<file path="src/rtl/bcd_calendar.sv">
module bcd_calendar #(
  parameter int DIV = 32768
) (
  input  logic        clk,
  input  logic        rst_n,
  input  logic        en,
  input  logic        wr_en,
  input  logic [2:0]  wr_sel,
  input  logic [11:0] wr_data,
  input  logic [2:0]  rd_sel,
  output logic [11:0] rd_data,
  output logic        tick_1hz,
  output logic [7:0]  sec_bcd,
  output logic [7:0]  min_bcd,
  output logic [7:0]  hour_bcd,
  output logic [7:0]  wday_bcd,
  output logic [7:0]  mday_bcd,
  output logic [7:0]  mon_bcd,
  output logic [11:0] year_bcd
);
  localparam int CW = (DIV > 1) ? $clog2(DIV) : 1;
  localparam logic [CW-1:0] LAST = CW'(DIV - 1);

  function automatic logic [7:0] to_bcd(input logic [6:0] v);
    return {4'(v / 7'd10), 4'(v % 7'd10)};
  endfunction

  function automatic logic [6:0] from_bcd(input logic [7:0] b);
    return 7'(b[7:4]) * 7'd10 + 7'(b[3:0]);
  endfunction

  logic [CW-1:0] cnt;
  logic          en_q;
  logic [5:0]    sec, min;
  logic [4:0]    hour, mday;
  logic [2:0]    wday;
  logic [3:0]    mon;
  logic [9:0]    yr;

  assign tick_1hz = en && en_q && (cnt == LAST);

  always_ff @(posedge clk or negedge rst_n)
    if (!rst_n) begin
      cnt  <= '0;
      en_q <= 1'b0;
    end else begin
      en_q <= en;
      if (en && !en_q)  cnt <= '0;
      else if (tick_1hz) cnt <= '0;
      else if (en)       cnt <= cnt + 1'b1;
    end

  logic [11:0] full_yr;
  logic        leap;
  logic [4:0]  dim;
  assign full_yr = 12'd1900 + 12'(yr);
  assign leap = (full_yr[1:0] == 2'b00) &&
                ((full_yr % 12'd100 != 12'd0) || (full_yr % 12'd400 == 12'd0));

  always_comb
    case (mon)
      4'd1:                      dim = leap ? 5'd29 : 5'd28;
      4'd3, 4'd5, 4'd8, 4'd10:   dim = 5'd30;
      default:                   dim = 5'd31;
    endcase

  logic c_sec, c_min, c_hr, c_day, c_mon;
  assign c_sec = sec >= 6'd59;
  assign c_min = c_sec && (min >= 6'd59);
  assign c_hr  = c_min && (hour >= 5'd23);
  assign c_day = c_hr && (mday >= dim);
  assign c_mon = c_day && (mon >= 4'd11);

  logic       we;
  logic [6:0] wv;
  assign we = wr_en && en;
  assign wv = from_bcd(wr_data[7:0]);

  always_ff @(posedge clk or negedge rst_n)
    if (!rst_n) begin
      sec  <= '0;
      min  <= '0;
      hour <= '0;
      wday <= '0;
      mday <= 5'd1;
      mon  <= '0;
      yr   <= '0;
    end else begin
      if (we && wr_sel == 3'd0)      sec <= 6'(wv);
      else if (tick_1hz)             sec <= c_sec ? 6'd0 : sec + 6'd1;

      if (we && wr_sel == 3'd1)      min <= 6'(wv);
      else if (tick_1hz && c_sec)    min <= c_min ? 6'd0 : min + 6'd1;

      if (we && wr_sel == 3'd2)      hour <= 5'(wv);
      else if (tick_1hz && c_min)    hour <= c_hr ? 5'd0 : hour + 5'd1;

      if (we && wr_sel == 3'd3)      wday <= 3'(wv);
      else if (tick_1hz && c_hr)     wday <= (wday >= 3'd6) ? 3'd0 : wday + 3'd1;

      if (we && wr_sel == 3'd4)      mday <= 5'(wv);
      else if (tick_1hz && c_hr)     mday <= c_day ? 5'd1 : mday + 5'd1;

      if (we && wr_sel == 3'd5)      mon <= 4'(wv - 7'd1);
      else if (tick_1hz && c_day)    mon <= c_mon ? 4'd0 : mon + 4'd1;

      if (we && wr_sel == 3'd6)      yr <= 10'(wr_data[11:8]) * 10'd100 + 10'(wv);
      else if (tick_1hz && c_mon)    yr <= (yr >= 10'd999) ? 10'd0 : yr + 10'd1;
    end

  assign sec_bcd  = to_bcd(7'(sec));
  assign min_bcd  = to_bcd(7'(min));
  assign hour_bcd = to_bcd(7'(hour));
  assign wday_bcd = to_bcd(7'(wday));
  assign mday_bcd = to_bcd(7'(mday));
  assign mon_bcd  = to_bcd(7'(mon) + 7'd1);
  assign year_bcd = {4'(yr / 10'd100), to_bcd(7'(yr % 10'd100))};

  always_comb
    case (rd_sel)
      3'd0:    rd_data = {4'd0, sec_bcd};
      3'd1:    rd_data = {4'd0, min_bcd};
      3'd2:    rd_data = {4'd0, hour_bcd};
      3'd3:    rd_data = {4'd0, wday_bcd};
      3'd4:    rd_data = {4'd0, mday_bcd};
      3'd5:    rd_data = {4'd0, mon_bcd};
      3'd6:    rd_data = year_bcd;
      default: rd_data = 12'd0;
    endcase
endmodule

</file>
<file path="config.mk">
export PLATFORM = sky130hd
export DESIGN_NAME = bcd_calendar
export DESIGN_NICKNAME = d
export VERILOG_FILES = /design/src/rtl/bcd_calendar.sv
export SDC_FILE = /design/constraint.sdc
export NUM_CORES = 1
export LEC_CHECK = 0
export BUFFER_PORTS_ARGS = -buffer_cell sky130_fd_sc_hd__buf_2
export CAP_MARGIN = 20
export CORE_MARGIN = 2
export CORE_UTILIZATION = 45
export CTS_BUF_LIST = sky130_fd_sc_hd__clkbuf_4
export CTS_CLUSTER_SIZE = 8
export DETAILED_ROUTE_END_ITERATION = 10
export GPL_TIMING_DRIVEN = 0
export MAX_ROUTING_LAYER = met4
export PLACE_DENSITY_LB_ADDON = 0.12
export SYNTH_ARGS = -nofsm -noshare
export SYNTH_HDL_FRONTEND = slang
export SYNTH_SLANG_ARGS = --single-unit
</file>
<file path="constraint.sdc">
create_clock -name clk -period 5.99 [get_ports clk]
set_input_delay 1.198 -clock clk [delete_from_list [all_inputs] [get_ports clk]]
set_output_delay 1.198 -clock clk [all_outputs]
set_load 0.01 [all_outputs]
</file>
; ---- After elaboration in Yosys (flattened, before gate mapping)
; Cells that the tools add are included.
[totals]
mem_count = 0
ramBits = 0
rom_bits = 0
input_bits = 22
regBits = 55
latchBits = 0
[op_classes]
add_sub_neg = 13
multipliers = 2
bitwise_logic = 0
div = 18
shift = 0
reduce_logical = 37
n_lt_le_gt_ge = 7
n_mux = 27
eq_ne = 18
[op_table]
columns = operator, count
row1 = $pmux W12 S7, 1
row2 = $mux W15, 3
row3 = $mux W6, 6
row4 = $mux W10, 3
row5 = $mux W5, 6
row6 = $logic_and A1 B1 Y1, 21
row7 = $eq A3 B3 Y1 const B, 6
row8 = $add A15 B1 Y15 const B, 1
row9 = $eq A15 B15 Y1 const B, 1
row10 = $div A5 B4 Y7 const B, 2
row11 = $div A6 B4 Y7 const B, 2
row12 = $div A7 B4 Y7 const B, 2
row13 = $mod A5 B4 Y7 const B, 2
row14 = $mod A6 B4 Y7 const B, 2
row15 = $mod A7 B4 Y7 const B, 2
row16 = $reduce_bool A2 Y1, 7
row17 = $add A11 B10 Y12 const A, 1
row18 = $add A6 B1 Y6 const B, 2
row19 = $eq A3 B2 Y1 const B, 4
row20 = $ge A6 B6 Y1 const B, 2
row21 = $logic_not A12 Y1, 1
row22 = $mod A12 B7 Y12 const B, 1
row23 = $mod A12 B9 Y12 const B, 1
row24 = $mux W4, 3
row25 = other kinds (34), 40

; ---- Depth between registers and ports, before layout
; Gate-level depths: netlist (run 1).
[logic_depth]
ltp_word = 13
depth_mapped = 30
depth_no_buf = 26

; ---- Least setup slack after synthesis (run 1)
; Ideal clock, no wire load.
[synth_path]
kind = register to output
from = reg yr[3]
to = out rd_data[2]
arrival_time_ns = 4.951
slack_ns = -0.159
stages_incl_launch_ff = 22
required_ns = 4.792
cell_sequence = dfrtp_1 > buf_2 > inv_1 > ha_1 > nand2b_1 > or4_1 > a21oi_2 > o21ai_1 > o2bb2ai_1 > a32oi_1 > o21ai_0 > and2_1 > buf_2 > nor3_1 > a21oi_1 > o211a_1 > ha_1 > or2_2 > o22ai_1 > a21oi_1 > o2bb2ai_1 > a221o_1
[synth_via]
elab_chain_len = 3
[synth_lines]
columns = element, line
row1 = from (decl), 38  ; logic [9:0] yr;
row2 = from (signal assigned), 107  ; if (we && wr_sel == 3'd6) yr <= 10'(wr_data[11:8]) * 10'd100 + 10'(wv);
row3 = from (signal assigned), 108  ; else if (tick_1hz && c_mon) yr <= (yr >= 10'd999) ? 10'd0 : yr + 10'd1;
row4 = $mod A10 B7 Y10, 117  ; assign year_bcd = {4'(yr / 10'd100), to_bcd(7'(yr % 10'd100))};
row5 = $mod A7 B4 Y7, 25  ; return {4'(v / 7'd10), 4'(v % 7'd10)};
row6 = via year_bcd[2], 19  ; output logic [11:0] year_bcd
row7 = $pmux W12 S7, 120  ; case (rd_sel)
row8 = to (decl), 11  ; output logic [11:0] rd_data,
; The timed path passes the listed nets, and every way through them passes these cells.

; ---- Worst setup path after layout (run 1)
[layout_path]
from = reg yr[2]
to = out rd_data[2]
[layout_via]
elab_chain_len = 3
[layout_lines]
columns = element, line
row1 = $mod A10 B7 Y10, 117
row2 = $mod A7 B4 Y7, 25
row3 = $pmux W12 S7, 120
; No other way between the ends.

==> results of run 1 <==
-- worst paths after layout --
kind                            cells past startpoint  startpoint  slack [ns]          to
worst max-delay path                               23       yr[2]       -0.21  rd_data[2]
worst min-delay path                                1      cnt[0]        0.51      cnt[0]
worst max register to register                     31       yr[2]       -0.13       yr[3]
worst min register to register                      1      cnt[0]        0.51      cnt[0]
max in group asynchronous                           2       rst_n        4.60      cnt[1]
min in group asynchronous                           1       rst_n        0.78       yr[3]
-- metrics by stage --
stage	hold WS, ns	setup slack, ns	cells	setup TNS, ns
after floorplan	0.468	0.00827	1111	0
after detailed placement	0.500	-1.27	1418	-16.57
after global routing	0.538	-0.453	1485	-6.83
after global placement	0.490	-1.28	1417	-17.19
after CTS	0.519	-0.202	1461	-0.674
final	0.514	-0.215	1485	-1.43
-- flip-flops by register name (all words and copies together) (netlist names) --
register  flops
cnt          15
en_q          1
hour          5
mday          5
min           6
mon           4
sec           6
wday          3
yr           10
-- layer usage --
layer	part of all wire [%]	up-vias	wire, um	track usage [%]
li1	-	4382	-	-
met1	45	4272	11500	34.1
met2	49	265	12400	43.2
met3	4.6	26	1180	2.52
met4	1.2	0	298	6.41
met5	0	-	0	-
-- final cells by class --
type,instances,area [um^2]
multi-input cells,925,6980
repair buffers,144,948
fillers,1601,7100
plain buffers,69,439
flip-flops and latches,55,1380
inverters,58,228
diodes,1,2.50
clock inverters,3,20.0
well taps,225,282
clock buffers,5,37.5
-- placed cells by master, fill, tap and decap left out, drive strengths merged, types with 11 or more instances in the layout --
cell type / Yosys / routed
nor2b: 11 / 11
a21oi: 83 / 84
a22oi: 12 / 12
mux2i: 17 / 17
a21o: 14 / 14
a31oi: 19 / 19
ha: 61 / 61
nand4: 19 / 19
dfrtp: 54 / 54
nor2: 98 / 98
o21ai: 100 / 100
nand2: 120 / 120
and3: 19 / 19
xnor2: 30 / 30
o22ai: 14 / 14
nor3: 35 / 35
nand3: 45 / 45
a211oi: 18 / 18
conb: 1 / 13
nand2b: 11 / 11
inv: 56 / 54
o31ai: 12 / 12
buf: 47 / 187
or3: 11 / 11
clkbuf: 27 / 31
o21a: 11 / 11
-- critical path: cells and delay by family (launching register included) --
family,cells,cell delay (ns)
AND/OR/NAND/NOR,3,0.67
flip-flops,1,0.46
buffers and inverters,5,0.67
AO/OA/AOI/OAI,13,2.46
adder cells (fa/ha/maj),2,0.33
-- repair_timing --
item	in CTS	in global routing
resized for setup	102	104
setup buffers	38	23
pin swaps	35	59
gates cloned	1	1
setup endpoints to repair	28	26
-- cells by family after synthesis --
group / Yosys count / share of synthesized area [%]
simple gates: 408 / 25.0
compound gates: 377 / 32.2
buf+inv: 132 / 7.84
fa+ha+maj: 65 / 10.5
flops: 55 / 17.1
xor+xnor: 39 / 4.24
mux: 22 / 3.09
other cells: 1 / 0.0465
==> results.txt, run 1 <==
Outcome: finished, violations left
Violated checks: negative setup slack
Final Core Density: 59.3%
Post-Layout Inst Area: 0.0103 mm^2
Critical path fanouts, max: 8
Number of warnings reported in the yosys synthesis log: 0
Min cycle time layout: 6.20 ns
Buffers on Ports: 81
Share of flip-flops with an asynchronous set or reset after synthesis: 100%
Effective utilization at floorplan: 46.3%
DIE HEIGHT: 138 um
IO Pins: 95
Final HPWL from detailed placement: 18300 um
Max-slew headroom at the worst pin: 38.4%
Source-to-sink clock delay at the later pin of the worst-skew pair: 0.41 ns
RSZ-0062 raised after global routing: yes
Critical path cell sequence: buf_8 -> clkinvlp_4 -> buf_12 -> ha_4 -> nor3b_4 -> o22ai_1 -> nor3b_2 -> a21o_4 -> o211ai_1 -> a32oi_4 -> a21oi_2 -> buf_4 -> o22ai_4 -> nor3_2 -> o21ai_1 -> o211a_1 -> ha_4 -> a21oi_2 -> a21oi_2 -> a21boi_1 -> o2bb2ai_2 -> a221o_1 -> buf_2
Routability cong.: 0.933
Hold/Removal Path Class: flip-flop to flip-flop
Pins over their slew limit: 0
Most frequent cell after synthesis: nand2_1
Fraction of final layout cells with drive strength greater than 1: 27.8%
Arrival time of data at the critical path endpoint: 5.01 ns
Clock Path Buffers: 2
Crit share post-route: 104%
P&R area growth vs syn: 28.0%
Number of synthesized register bits: 55
Pin count of the biggest net entering global routing: 32
Least setup slack across all paths after layout: -0.215 ns
Wirelength, routed: 25300 um
Clock skew after layout: 0.0252 ns
Final Hold Vio Count: 0
Transition time of the tightest slew-check pin: 0.918 ns
Post-synthesis sequential area ratio: 17.1%
Avg WL per Cell: 17.1 um
Most used DFF post-synth: dfrtp_1
Mapped Area: 0.00806 mm^2
Synthesized netlist cell count: 1099
Worst path max stage delay: 0.46 ns
Post-Syn Area per Cell: 7.34 um^2
CTS HTree Levels: 2
Cell area after placement: 0.00885 mm^2
Final setup violation count: 13
Final #Nets: 1345
Sinks on the clock net: 55
Number of standard-cell rows in the floorplan: 48
Antenna violations before repair: 1
Number of enable flip-flop cells after synthesis: 0
GR Overflow Total: 0
Cell accounting for the most synthesized area: dfrtp_1
Max-cap viol count: 0
Number of global-route vias before repair: 7935
Vias per inst: 6.02
Setup Crit Path Kind: flip-flop to output pin
CTS Root Buffer Type: clkbuf_4
Global-route wire length before repair: 38800 um
Ranking of synthesized cells by instance count: nand2_1 (120), nor2_1 (96), o21ai_0 (85), a21oi_1 (78), ha_1 (61)
ANT nets after route: 0
Initial DRC Count: 634
Kind of capture point of the worst setup path: output pin
Cell variety after synth: 101
Top post-synthesis cells by area: dfrtp_1 (17%), ha_1 (9.5%), nand2_1 (5.6%)
First-pass DRT Iterations: 8
Cell repeated most along the worst path: a21oi_2
Maximum achievable frequency: 161 MHz
Critical Path Slowest Stage Cell: dfrtp_2
Number of CTS-inserted buffers: 5
Die extent in x: 138 um
Detailed-route via count: 8945
Drt drc: 0
TritonCTS clock tree: yes
Portion of synthesized cell area occupied by the leading cell type: 16.8%
Critical Path Start Type: flip-flop
Worst path required time: 4.79 ns
Tot GR Track Use: 25.9%
Die area: 0.0190 mm^2
Area of the core: 0.0174 mm^2
Post-cts hold buffer count: 0
Post-CTS clock slew at the launch and capture registers of the worst setup and hold paths: 0.16 ns
Power of run 1 is not shown: default switching activity piles up to over one toggle a cycle in this logic, so the estimate is an artifact.
==> run 2: changes to the inputs <==
Settings changed: CTS_BUF_LIST sky130_fd_sc_hd__clkbuf_4 to default, GPL_ROUTABILITY_DRIVEN from default to 0.
==> results.txt, run 2 (synthesis results as in run 1) <==
GR Overflow Total: 0 (unchanged)
Cell Count, Final, Fillers Out: 1474 (-0.74%)
Launch instance of the worst register-to-register path: yr[2]
CP top delay family: compound AO/OA/AOI/OAI gates
Max-slew headroom at the worst pin: 36.9% (-1.4 points)
Arrival time of data at the critical path endpoint: 4.91 ns (-0.10 ns)
Cell area after placement: 0.00885 mm^2 (unchanged)
Final #Nets: 1335 (-0.74%)
Critical Path Start Type: flip-flop
Final Hold Vio Count: 0 (unchanged)
Global-route wire length before repair: 38500 um (-0.62%)
Detailed-route via count: 8939 (-0.067%)
RSZ-0062 raised after global routing: yes
ANT nets after route: 0 (unchanged)
Min cycle time layout: 6.11 ns (-0.0930 ns)
Area of the core: 0.0174 mm^2 (unchanged)
Start point of the worst min-delay path: cnt[8]
Worst path max stage delay: 0.47 ns (about the same)
Number of inserted diodes: 0 (-1)
Least setup slack across all paths after layout: -0.122 ns (+0.0930 ns)
Critical path cell sequence: buf_6 -> buf_2 -> o31ai_1 -> mux2i_1 -> or2_4 -> buf_2 -> nand3_1 -> and3_1 -> buf_1 -> a22o_4 -> a221oi_4 -> o21ai_1 -> o211a_1 -> ha_4 -> or2_4 -> o22ai_4 -> a21oi_2 -> o2bb2ai_2 -> a221o_1 -> buf_2
P&R area growth vs syn: 23.4%
Final HPWL from detailed placement: 18400 um (+0.58%)
Post-CTS clock slew at the launch and capture registers of the worst setup and hold paths: 0.07 ns (-0.09 ns)
Number of standard-cell rows in the floorplan: 48 (unchanged)
Post-cts hold buffer count: 0 (unchanged)
CTS HTree Levels: 2 (unchanged)
Crit share post-route: 102% (-1.6 points)
Transition time of the tightest slew-check pin: 0.939 ns (+0.0210 ns)
Initial DRC Count: 648 (+2.2%)
Critical path fanouts, max: 10 (+2)
Die extent in x: 138 um (unchanged)
Met3 Track Usage GR: 3.22% (+0.69 points)
Biggest register: cnt
Number of flip-flops in the largest register: 15 (unchanged)
Placed Cells: 1418 (unchanged)
Most common cell after layout, fill and taps aside: nand2_1
Pins over their slew limit: 0 (unchanged)
Clock Path Buffers: 2 (unchanged)
Met2 GRT Util: 43.8% (+0.66 points)
Kind of capture point of the worst setup path: output pin
Hold/Removal Path Class: flip-flop to flip-flop
Avg WL per Cell: 16.9 um (-1.2%)
Antenna violations before repair: 0 (-1)
Post-Layout Inst Area: 0.00995 mm^2 (-3.6%)
Number of global-route vias before repair: 7876 (-0.74%)
Cell repeated most along the worst path: buf_2
Leading cell types in the layout, fill and taps excluded: nand2_1 (118), buf_2 (92), nor2_1 (91)
Met1 routing resource usage after global routing: 33.1% (-1.0 points)
Die area: 0.0190 mm^2 (unchanged)
Worst path required time: 4.79 ns (about the same)
Number of CTS-inserted buffers: 5 (unchanged)
Final setup violation count: 5 (-8)
Fraction of final layout cells with drive strength greater than 1: 24.6% (-3.2 points)
Tot GR Track Use: 25.7% (-0.24 points)
Drt drc: 0 (unchanged)
Pin count of the biggest net entering global routing: 32 (unchanged)
CTS Root Buffer Type: clkbuf_16
First-pass DRT Iterations: 5 (-3)
Sinks on the clock net: 55 (unchanged)
Violated checks: negative setup slack
Buffers on Ports: 81 (unchanged)
Maximum achievable frequency: 164 MHz (+1.5%)
Wirelength, routed: 24900 um (-1.9%)
Layer with the highest usage: met2
Effective utilization at floorplan: 46.3% (unchanged)
Source-to-sink clock delay at the later pin of the worst-skew pair: 0.30 ns (-0.11 ns)
DIE HEIGHT: 138 um (unchanged)
Outcome: finished, violations left
Regs by FF count: cnt x15, yr x10
Vias per inst: 6.06 (+0.68%)
IO Pins: 95 (unchanged)
Clock skew after layout: 0.00290 ns (-0.0223 ns)
Max-cap viol count: 0 (unchanged)
CP Buf/Inv Count: 5 (unchanged)
Timing startpoint of the critical path: yr[6]
TritonCTS clock tree: yes
Setup Crit Path Kind: flip-flop to output pin
Critical Path Slowest Stage Cell: dfrtp_2
[run 2: cell count changes in the layout (fill, tap and decap cells not counted), sizes merged]
cell / change
diode: -1
a21oi: -1
buf: -9
clkinv: -1
clkbuf: +1
[run 2: final cells by class]
class,instances,area [um^2]
repair buffers,133,862
clock inverters,2,12.5
well taps,225,282
flip-flops and latches,55,1380
plain buffers,71,427
inverters,58,228
clock buffers,6,129
fillers,1692,7460
multi-input cells,924,6630
[run 2: final timing paths]
kind	endpoint	slack [ns]	depth (start not counted)
max	rd_data[2]	-0.12	20
min	cnt[8]	0.51	1
max reg2reg	yr[8]	0.04	30
min reg2reg	cnt[8]	0.51	1
max in group asynchronous	yr[6]	4.47	2
min in group asynchronous	mday[1]	0.92	1
[run 2: metal layers]
metal	vias up	part of all wire (%)
met5	-	0
met4	0	1.7
met3	46	6.0
met2	339	49
met1	4194	43
li1	4360	-
[run 2: metrics by stage]
stage | setup TNS [ns] | utilization [%] | hold slack, ns | worst slack [ns]
after floorplan | 0 | - | 0.468 | 0.00827
after global placement | -16.94 | 50.7 | 0.492 | -1.32
after detailed placement | -17.66 | 50.8 | 0.508 | -1.40
after CTS | -0.0548 | 54.4 | 0.512 | -0.0483
after global routing | -4.38 | 57.1 | 0.531 | -0.380
final | -0.391 | 57.1 | 0.510 | -0.122
[run 2: what timing repair did]
item / CTS / global route
setup endpoints to repair: 27 / 25
resized for setup: 67 / 64
buffers inserted: 28 / 23
pin swaps: 26 / 21
Power of run 2 is left out for the same reason.
